`config.mk`:
```
export PLATFORM = sky130hd
export DESIGN_NAME = rx_hold_port
export DESIGN_NICKNAME = d
export VERILOG_FILES = /design/src/rtl/rxh_pkg.sv /design/src/rtl/rxh_tick.sv /design/src/rtl/rxh_sync.sv /design/src/rtl/rxh_frame.sv /design/src/rtl/rxh_hold.sv /design/src/rtl/rx_hold_port.sv
export SDC_FILE = /design/constraint.sdc
export NUM_CORES = 1
export LEC_CHECK = 0
export BUFFER_PORTS_ARGS = -buffer_cell sky130_fd_sc_hd__buf_2
export CAP_MARGIN = 25
export CORE_UTILIZATION = 25
export DETAILED_ROUTE_END_ITERATION = 6
export GPL_ROUTABILITY_DRIVEN = 0
export PLACE_DENSITY = 0.52
export SLEW_MARGIN = 5
export SYNTH_ARGS = -nofsm -noshare
export SYNTH_HDL_FRONTEND = slang
export SYNTH_SLANG_ARGS = --single-unit
```
`constraint.sdc`:
```
create_clock -name clk -period 1.8 [get_ports clk]
set_input_delay 0.54 -clock clk [delete_from_list [all_inputs] [get_ports clk]]
set_output_delay 0.54 -clock clk [all_outputs]
set_load 0.005 [all_outputs]
```
`src/rtl/rxh_pkg.sv`:
```
// Shared definitions for the serial byte receiver.
// Assumes the status register is at least three bits wide.
package rxh_pkg;
    typedef enum logic [1:0] {
        S_IDLE  = 2'd0,
        S_START = 2'd1,
        S_DATA  = 2'd2,
        S_STOP  = 2'd3
    } rx_state_t;

    localparam int ST_NEW  = 0;  // new byte waiting
    localparam int ST_OVR  = 1;  // byte overwritten before read
    localparam int ST_FERR = 2;  // stop bit sampled low
endpackage

```
`src/rtl/rxh_tick.sv`:
```
// Oversampling tick generator: one-cycle pulse every DIV system clocks.
// Free-running from reset; assumes DIV >= 1.
module rxh_tick #(
    parameter int DIV = 32
) (
    input  logic clk,
    input  logic rst_n,
    output logic tick
);
    generate
        if (DIV <= 1) begin : g_every
            // Every cycle is a tick once out of reset.
            always_ff @(posedge clk) begin
                if (!rst_n) tick <= 1'b0;
                else        tick <= 1'b1;
            end
        end else begin : g_div
            localparam int CW = $clog2(DIV);
            logic [CW-1:0] cnt;
            // Count to DIV-1 and pulse on wrap.
            always_ff @(posedge clk) begin
                if (!rst_n) begin
                    cnt  <= '0;
                    tick <= 1'b0;
                end else if (cnt == CW'(DIV - 1)) begin
                    cnt  <= '0;
                    tick <= 1'b1;
                end else begin
                    cnt  <= cnt + 1'b1;
                    tick <= 1'b0;
                end
            end
        end
    endgenerate
endmodule

```
`src/rtl/rxh_sync.sv`:
```
// Multi-flop synchronizer for the asynchronous serial line.
// Resets to the idle (high) level; assumes STAGES >= 2.
module rxh_sync #(
    parameter int STAGES = 2
) (
    input  logic clk,
    input  logic rst_n,
    input  logic din,
    output logic dout
);
    logic [STAGES-1:0] ff;
    // Shift the raw line through the flop chain.
    always_ff @(posedge clk) begin
        if (!rst_n) ff <= '1;
        else        ff <= {ff[STAGES-2:0], din};
    end
    assign dout = ff[STAGES-1];
endmodule

```
`src/rtl/rxh_frame.sv`:
```
// Frame engine: start detection, mid-bit start check, LSB-first data
// shift and stop check. Emits one-cycle done_ok or done_bad pulses;
// the assembled byte is on byte_q. Assumes a synchronized input line.
module rxh_frame
    import rxh_pkg::*;
#(
    parameter int OVS = 16,
    parameter int DW  = 8
) (
    input  logic          clk,
    input  logic          rst_n,
    input  logic          tick,
    input  logic          line,
    output logic          done_ok,
    output logic          done_bad,
    output logic [DW-1:0] byte_q
);
    localparam int OW  = $clog2(OVS);
    localparam int BW  = $clog2(DW);
    localparam int MID = OVS / 2 - 1;

    rx_state_t     st;
    logic [OW-1:0] ovs_cnt;
    logic [BW-1:0] bit_cnt;
    logic [DW-1:0] shreg;

    // Step the frame state machine once per oversampling tick.
    always_ff @(posedge clk) begin
        if (!rst_n) begin
            st       <= S_IDLE;
            ovs_cnt  <= '0;
            bit_cnt  <= '0;
            shreg    <= '0;
            done_ok  <= 1'b0;
            done_bad <= 1'b0;
        end else begin
            done_ok  <= 1'b0;
            done_bad <= 1'b0;
            if (tick) begin
                case (st)
                    S_IDLE: begin
                        if (!line) begin
                            st      <= S_START;
                            ovs_cnt <= '0;
                        end
                    end
                    S_START: begin
                        if (ovs_cnt == OW'(MID)) begin
                            if (line) begin
                                st <= S_IDLE;
                            end else begin
                                st      <= S_DATA;
                                ovs_cnt <= '0;
                                bit_cnt <= '0;
                            end
                        end else begin
                            ovs_cnt <= ovs_cnt + 1'b1;
                        end
                    end
                    S_DATA: begin
                        if (ovs_cnt == OW'(OVS - 1)) begin
                            ovs_cnt <= '0;
                            shreg   <= {line, shreg[DW-1:1]};
                            if (bit_cnt == BW'(DW - 1)) st <= S_STOP;
                            else                        bit_cnt <= bit_cnt + 1'b1;
                        end else begin
                            ovs_cnt <= ovs_cnt + 1'b1;
                        end
                    end
                    S_STOP: begin
                        if (ovs_cnt == OW'(OVS - 1)) begin
                            ovs_cnt <= '0;
                            st      <= S_IDLE;
                            if (line) done_ok  <= 1'b1;
                            else      done_bad <= 1'b1;
                        end else begin
                            ovs_cnt <= ovs_cnt + 1'b1;
                        end
                    end
                    default: st <= S_IDLE;
                endcase
            end
        end
    end

    assign byte_q = shreg;
endmodule

```
`src/rtl/rxh_hold.sv`:
```
// Holding register and status flags on the processor side.
// Loads only on a good frame end; a data read clears the byte, the
// new flag and overrun; a status read clears the framing error.
// A load on the same edge as a data read wins.
module rxh_hold #(
    parameter int DW = 8
) (
    input  logic          clk,
    input  logic          rst_n,
    input  logic          load_ok,
    input  logic          load_bad,
    input  logic [DW-1:0] byte_in,
    input  logic          rd_data,
    input  logic          rd_stat,
    output logic [DW-1:0] hold_q,
    output logic          new_q,
    output logic          ovr_q,
    output logic          ferr_q
);
    // Holding byte: load at frame end, clear on data read.
    always_ff @(posedge clk) begin
        if (!rst_n)       hold_q <= '0;
        else if (load_ok) hold_q <= byte_in;
        else if (rd_data) hold_q <= '0;
    end

    // New-data flag: set by load, cleared by a data read.
    always_ff @(posedge clk) begin
        if (!rst_n)       new_q <= 1'b0;
        else if (load_ok) new_q <= 1'b1;
        else if (rd_data) new_q <= 1'b0;
    end

    // Overrun: load over an unread byte, cleared by a data read.
    always_ff @(posedge clk) begin
        if (!rst_n)                           ovr_q <= 1'b0;
        else if (load_ok && new_q && !rd_data) ovr_q <= 1'b1;
        else if (rd_data)                     ovr_q <= 1'b0;
    end

    // Framing error: set by a bad stop bit, cleared by a status read.
    always_ff @(posedge clk) begin
        if (!rst_n)        ferr_q <= 1'b0;
        else if (load_bad) ferr_q <= 1'b1;
        else if (rd_stat)  ferr_q <= 1'b0;
    end
endmodule

```
`src/rtl/rx_hold_port.sv`:
```
// Top level: serial byte receiver with a processor read port.
// Register 0 is the data byte, register 1 is status. rdata is
// combinational and 0 unless cs and rd are both high.
module rx_hold_port
    import rxh_pkg::*;
#(
    parameter int CLK_DIV = 32,
    parameter int OVS     = 16,
    parameter int DW      = 8,
    parameter int SYNC_FF = 2
) (
    input  logic          clk,
    input  logic          rst_n,
    input  logic          rx_line,
    input  logic          cs,
    input  logic          rd,
    input  logic          addr,
    output logic [DW-1:0] rdata
);
    logic          tick;
    logic          line_s;
    logic          frm_ok;
    logic          frm_bad;
    logic [DW-1:0] frm_byte;
    logic [DW-1:0] hold_q;
    logic          new_flag;
    logic          ovr_flag;
    logic          ferr_flag;
    logic          rd_data;
    logic          rd_stat;
    logic [DW-1:0] status;

    assign rd_data = cs && rd && !addr;
    assign rd_stat = cs && rd && addr;

    rxh_tick #(.DIV(CLK_DIV)) u_tick (
        .clk(clk), .rst_n(rst_n), .tick(tick)
    );

    rxh_sync #(.STAGES(SYNC_FF)) u_sync (
        .clk(clk), .rst_n(rst_n), .din(rx_line), .dout(line_s)
    );

    rxh_frame #(.OVS(OVS), .DW(DW)) u_frame (
        .clk(clk), .rst_n(rst_n), .tick(tick), .line(line_s),
        .done_ok(frm_ok), .done_bad(frm_bad), .byte_q(frm_byte)
    );

    rxh_hold #(.DW(DW)) u_hold (
        .clk(clk), .rst_n(rst_n),
        .load_ok(frm_ok), .load_bad(frm_bad), .byte_in(frm_byte),
        .rd_data(rd_data), .rd_stat(rd_stat),
        .hold_q(hold_q), .new_q(new_flag), .ovr_q(ovr_flag), .ferr_q(ferr_flag)
    );

    // Pack the status flags into their bit positions.
    always_comb begin
        status          = '0;
        status[ST_NEW]  = new_flag;
        status[ST_OVR]  = ovr_flag;
        status[ST_FERR] = ferr_flag;
    end

    // Read mux: selected register or zero.
    always_comb begin
        rdata = '0;
        if (cs && rd) rdata = addr ? status : hold_q;
    end
endmodule

```
==> metrics.yaml <==
run_status:
  outcome: "finished with violations"
  violations: "design-rule violations"
placed_design:
  hpwl_um: 2110
  port_buffers: 13
  place_area_um2: 1860
  pre_cts_slack_ns: 0.0450
floorplanning:
  ios: 14
  dieArea_um2: 7100
  start_util_pct: 26.2
  fp.dieW_um: 84.3
  die_h_um: 84.3
  core_area_um2: 6460
  core.rowCount: 29
grt:
  overflow: 0
  grt_antenna_before_repair: 0
  grt_usage_pct: 8.44
  grt_pass1_vias: 1016
  grt_pass1_wl_um: 4840
  grt_max_degree: 26
timing:
  slew_headroom_pct: 73.3
  final_hold_viol_count: 0
  setup_violations: 0
  max_freq_mhz: 596
  tns_ns: 0
  clock_skew_ns: 0.0108
  period_needed_ns: 1.68
  final_max_slew_viol_count: 0
  worst_slack_ns: 0.123
  final.period_utilization_pct: 93.2
  grt_setup_unrepaired: "no"
  tightest_slew_ns: 0.400
  hold-worst-slack_ns: 0.410
finish:
  areaGrowthSynthToFinish_pct: 18.5
  diodes: 0
  stdcell_area_um2: 2000
  fill_cells: 680
  final_common_cell: "dfxtp_1"
  final_cell_mix: "38 x dfxtp_1, 20 x nand2_1, 13 x buf_2"
  final_nets: 206
  fin_util_pct: 31.0
  layout-drive-gt1-share_pct: 20.9
critical_path:
  regToRegStartpoint: "u_frame.ovs_cnt[0]"
  worstPathArrival_ns: 1.14
  r2r_end: "u_frame.st[0]"
  critical_path_class: "in -> out"
  cp-end-kind: "primary output"
  rr_worst_depth: 5
  endpoint: "rdata[0]"
  r2r_setup_slack_ns: 0.32
  critPathMaxFanout: 4
  worstPathRequired_ns: 1.26
  crit_path_start: "addr"
  start_kind: "primary input"
synth:
  yosysUniqueCellTypes: 37
  synth_seq_area_share_pct: 45.0
  syn_avg_cell_area_um2: 9.61
  ys_ff_latch: 38
  synth.yosys.warnings: 0
  postSynthCellCount: 176
  synth_area_um2: 1690
  synth_nets: 187
cts:
  cts_hold_buf: 0
  postCtsSetupRepairBufs: 0
  cts_resized: 0
  cts_inserted_buffers: 5
  htree_levels: 2
  cts_tree: "yes"
  cts_root_buf: "clkbuf_8"
  cts_sinks: 38
  ctsLongestPathBuffers: 2
  clkLatencyLatePin_ns: 0.29
  path_clk_slew_ns: 0.08
power_and_ir_drop:
  max-vdd-ir-drop_mv: 0.322
  switching_share_pct: 19.5
  seqPwrFrac_pct: 48.1
  pwr_density_cell_nw_per_um2: 885
  power_frac_comb_pct: 3.2
  p_int_uw: 1430
  p_switching_uw: 346
  leakage_uw: 0.000813
  p_clk_share_pct: 48.7
worst_hold_path:
  hold_path_class: "reg -> reg"
detailed_routing:
  drc_errors: 2
  wl_per_cell_um: 11.1
  wirelength_um: 3030
  drt-pass1-iter-count: 6
  drtIter0Drc: 51
  via_count: 1213
  postRouteAntennaNets: 0
  via_per_inst: 4.44
run:
  maxCapViolCount: 0
==> cells by family after synthesis <==
| family | after synthesis | share of synthesized area [%] |
|---|---|---|
| mux | 8 | 4.73 |
| flops | 38 | 45.0 |
| simple gates | 69 | 24.0 |
| buf+inv | 14 | 4.14 |
| fa+ha+maj | 5 | 3.70 |
| xor+xnor | 2 | 1.04 |
| compound gates | 40 | 17.5 |
==> state kept, by name, indices dropped and copies added, names as in the netlist, 2 cells and up, named ones only <==
register	flops
u_hold.hold_q	8
u_tick.g_div.cnt	5
u_frame.byte_q	8
u_frame.bit_cnt	3
u_frame.ovs_cnt	4
u_sync.ff	2
==> final cells by class <==
class                      instances  area [um^2]  area share (%)
clock buffer                       5         68.8            3.43
clock inverter                     3         68.8            3.43
inverter                           5         18.8           0.936
multi-input combinational        124          866            43.2
sequential                        38          761            38.0
tap                               77         96.3            4.81
timing repair buffer              21          125            6.24
==> synthesized netlist by cell type <==
library cell / instances / area (um^2)
a21boi_1: 8 / 60.1
a21oi_1: 5 / 25.0
a22o_1: 8 / 70.1
a22oi_4: 1 / 21.3
a31o_1: 1 / 8.76
a31o_2: 1 / 8.76
and2_1: 8 / 50.1
and2_4: 1 / 8.76
and3_1: 1 / 6.26
buf_2: 2 / 10.0
buf_6: 2 / 22.5
clkbuf_1: 5 / 18.8
dfxtp_1: 38 / 761
ha_1: 5 / 62.6
inv_1: 5 / 18.8
mux2i_1: 8 / 80.1
nand2_1: 20 / 75.1
nand2b_1: 4 / 25.0
nand3_1: 7 / 35.0
nand3_2: 1 / 10.0
nand3b_1: 4 / 30.0
nand3b_4: 1 / 20.0
nor2_1: 9 / 33.8
nor2_2: 2 / 12.5
nor2b_1: 3 / 18.8
nor2b_4: 2 / 27.5
nor3b_1: 2 / 15.0
nor3b_2: 2 / 25.0
nor4_1: 2 / 12.5
o211a_4: 1 / 17.5
o211ai_1: 1 / 7.51
o21ai_0: 10 / 50.1
o21ai_1: 1 / 5.00
o22ai_1: 2 / 12.5
o2bb2ai_1: 1 / 8.76
xnor2_1: 1 / 8.76
xor2_1: 1 / 8.76
==> power groups by stage <==
| stage | Clock, uW | Sequential [uW] | Combinational [uW] |
|---|---|---|---|
| 6_report | 863 | 853 | 57.5 |
| 5_1_grt | 929 | 855 | 63.5 |
| 4_1_cts | 895 | 853 | 56.9 |
| 3_5_place_dp | 0 | 873 | 56.9 |
| 3_3_place_gp | 0 | 873 | 56.6 |
| 2_1_floorplan | 0 | 872 | 35.3 |
==> layer usage <==
layer / global-route usage, % / up-vias / share of wire [%]
met1: 12.1 / 541 / 55
met3: 2.95 / 2 / 4.0
met5: 0 / - / 0
li1: - / 653 / -
met2: 11.8 / 17 / 41
met4: 2.35 / 0 / 0.49
==> per-stage QoR <==
step | power, uW | instances
floorplan | 907 | 176
global placement | 929 | 265
detailed placement | 930 | 265
CTS | 1810 | 273
global route | 1850 | 273
finish | 1770 | 273
==> worst max-delay path, cell delays in order <==
cell     delay, ns
buf_2         0.11
buf_4         0.14
mux2i_1       0.18
nor2_1        0.05
buf_2         0.12
==> how the worst min path moves through the flow <==
stage / from / endpoint / slack [ns] / depth (start not counted)
floorplan: u_sync.ff[0] / u_sync.ff[1] / 0.39 / 1
global placement: u_sync.ff[0] / u_sync.ff[1] / 0.39 / 1
detailed placement: u_sync.ff[0] / u_sync.ff[1] / 0.39 / 1
CTS: u_sync.ff[0] / u_sync.ff[1] / 0.41 / 1
global route: rx_line / u_sync.ff[0] / 0.43 / 2
finish: u_sync.ff[0] / u_sync.ff[1] / 0.41 / 1
(Power assumes the default switching activity.)
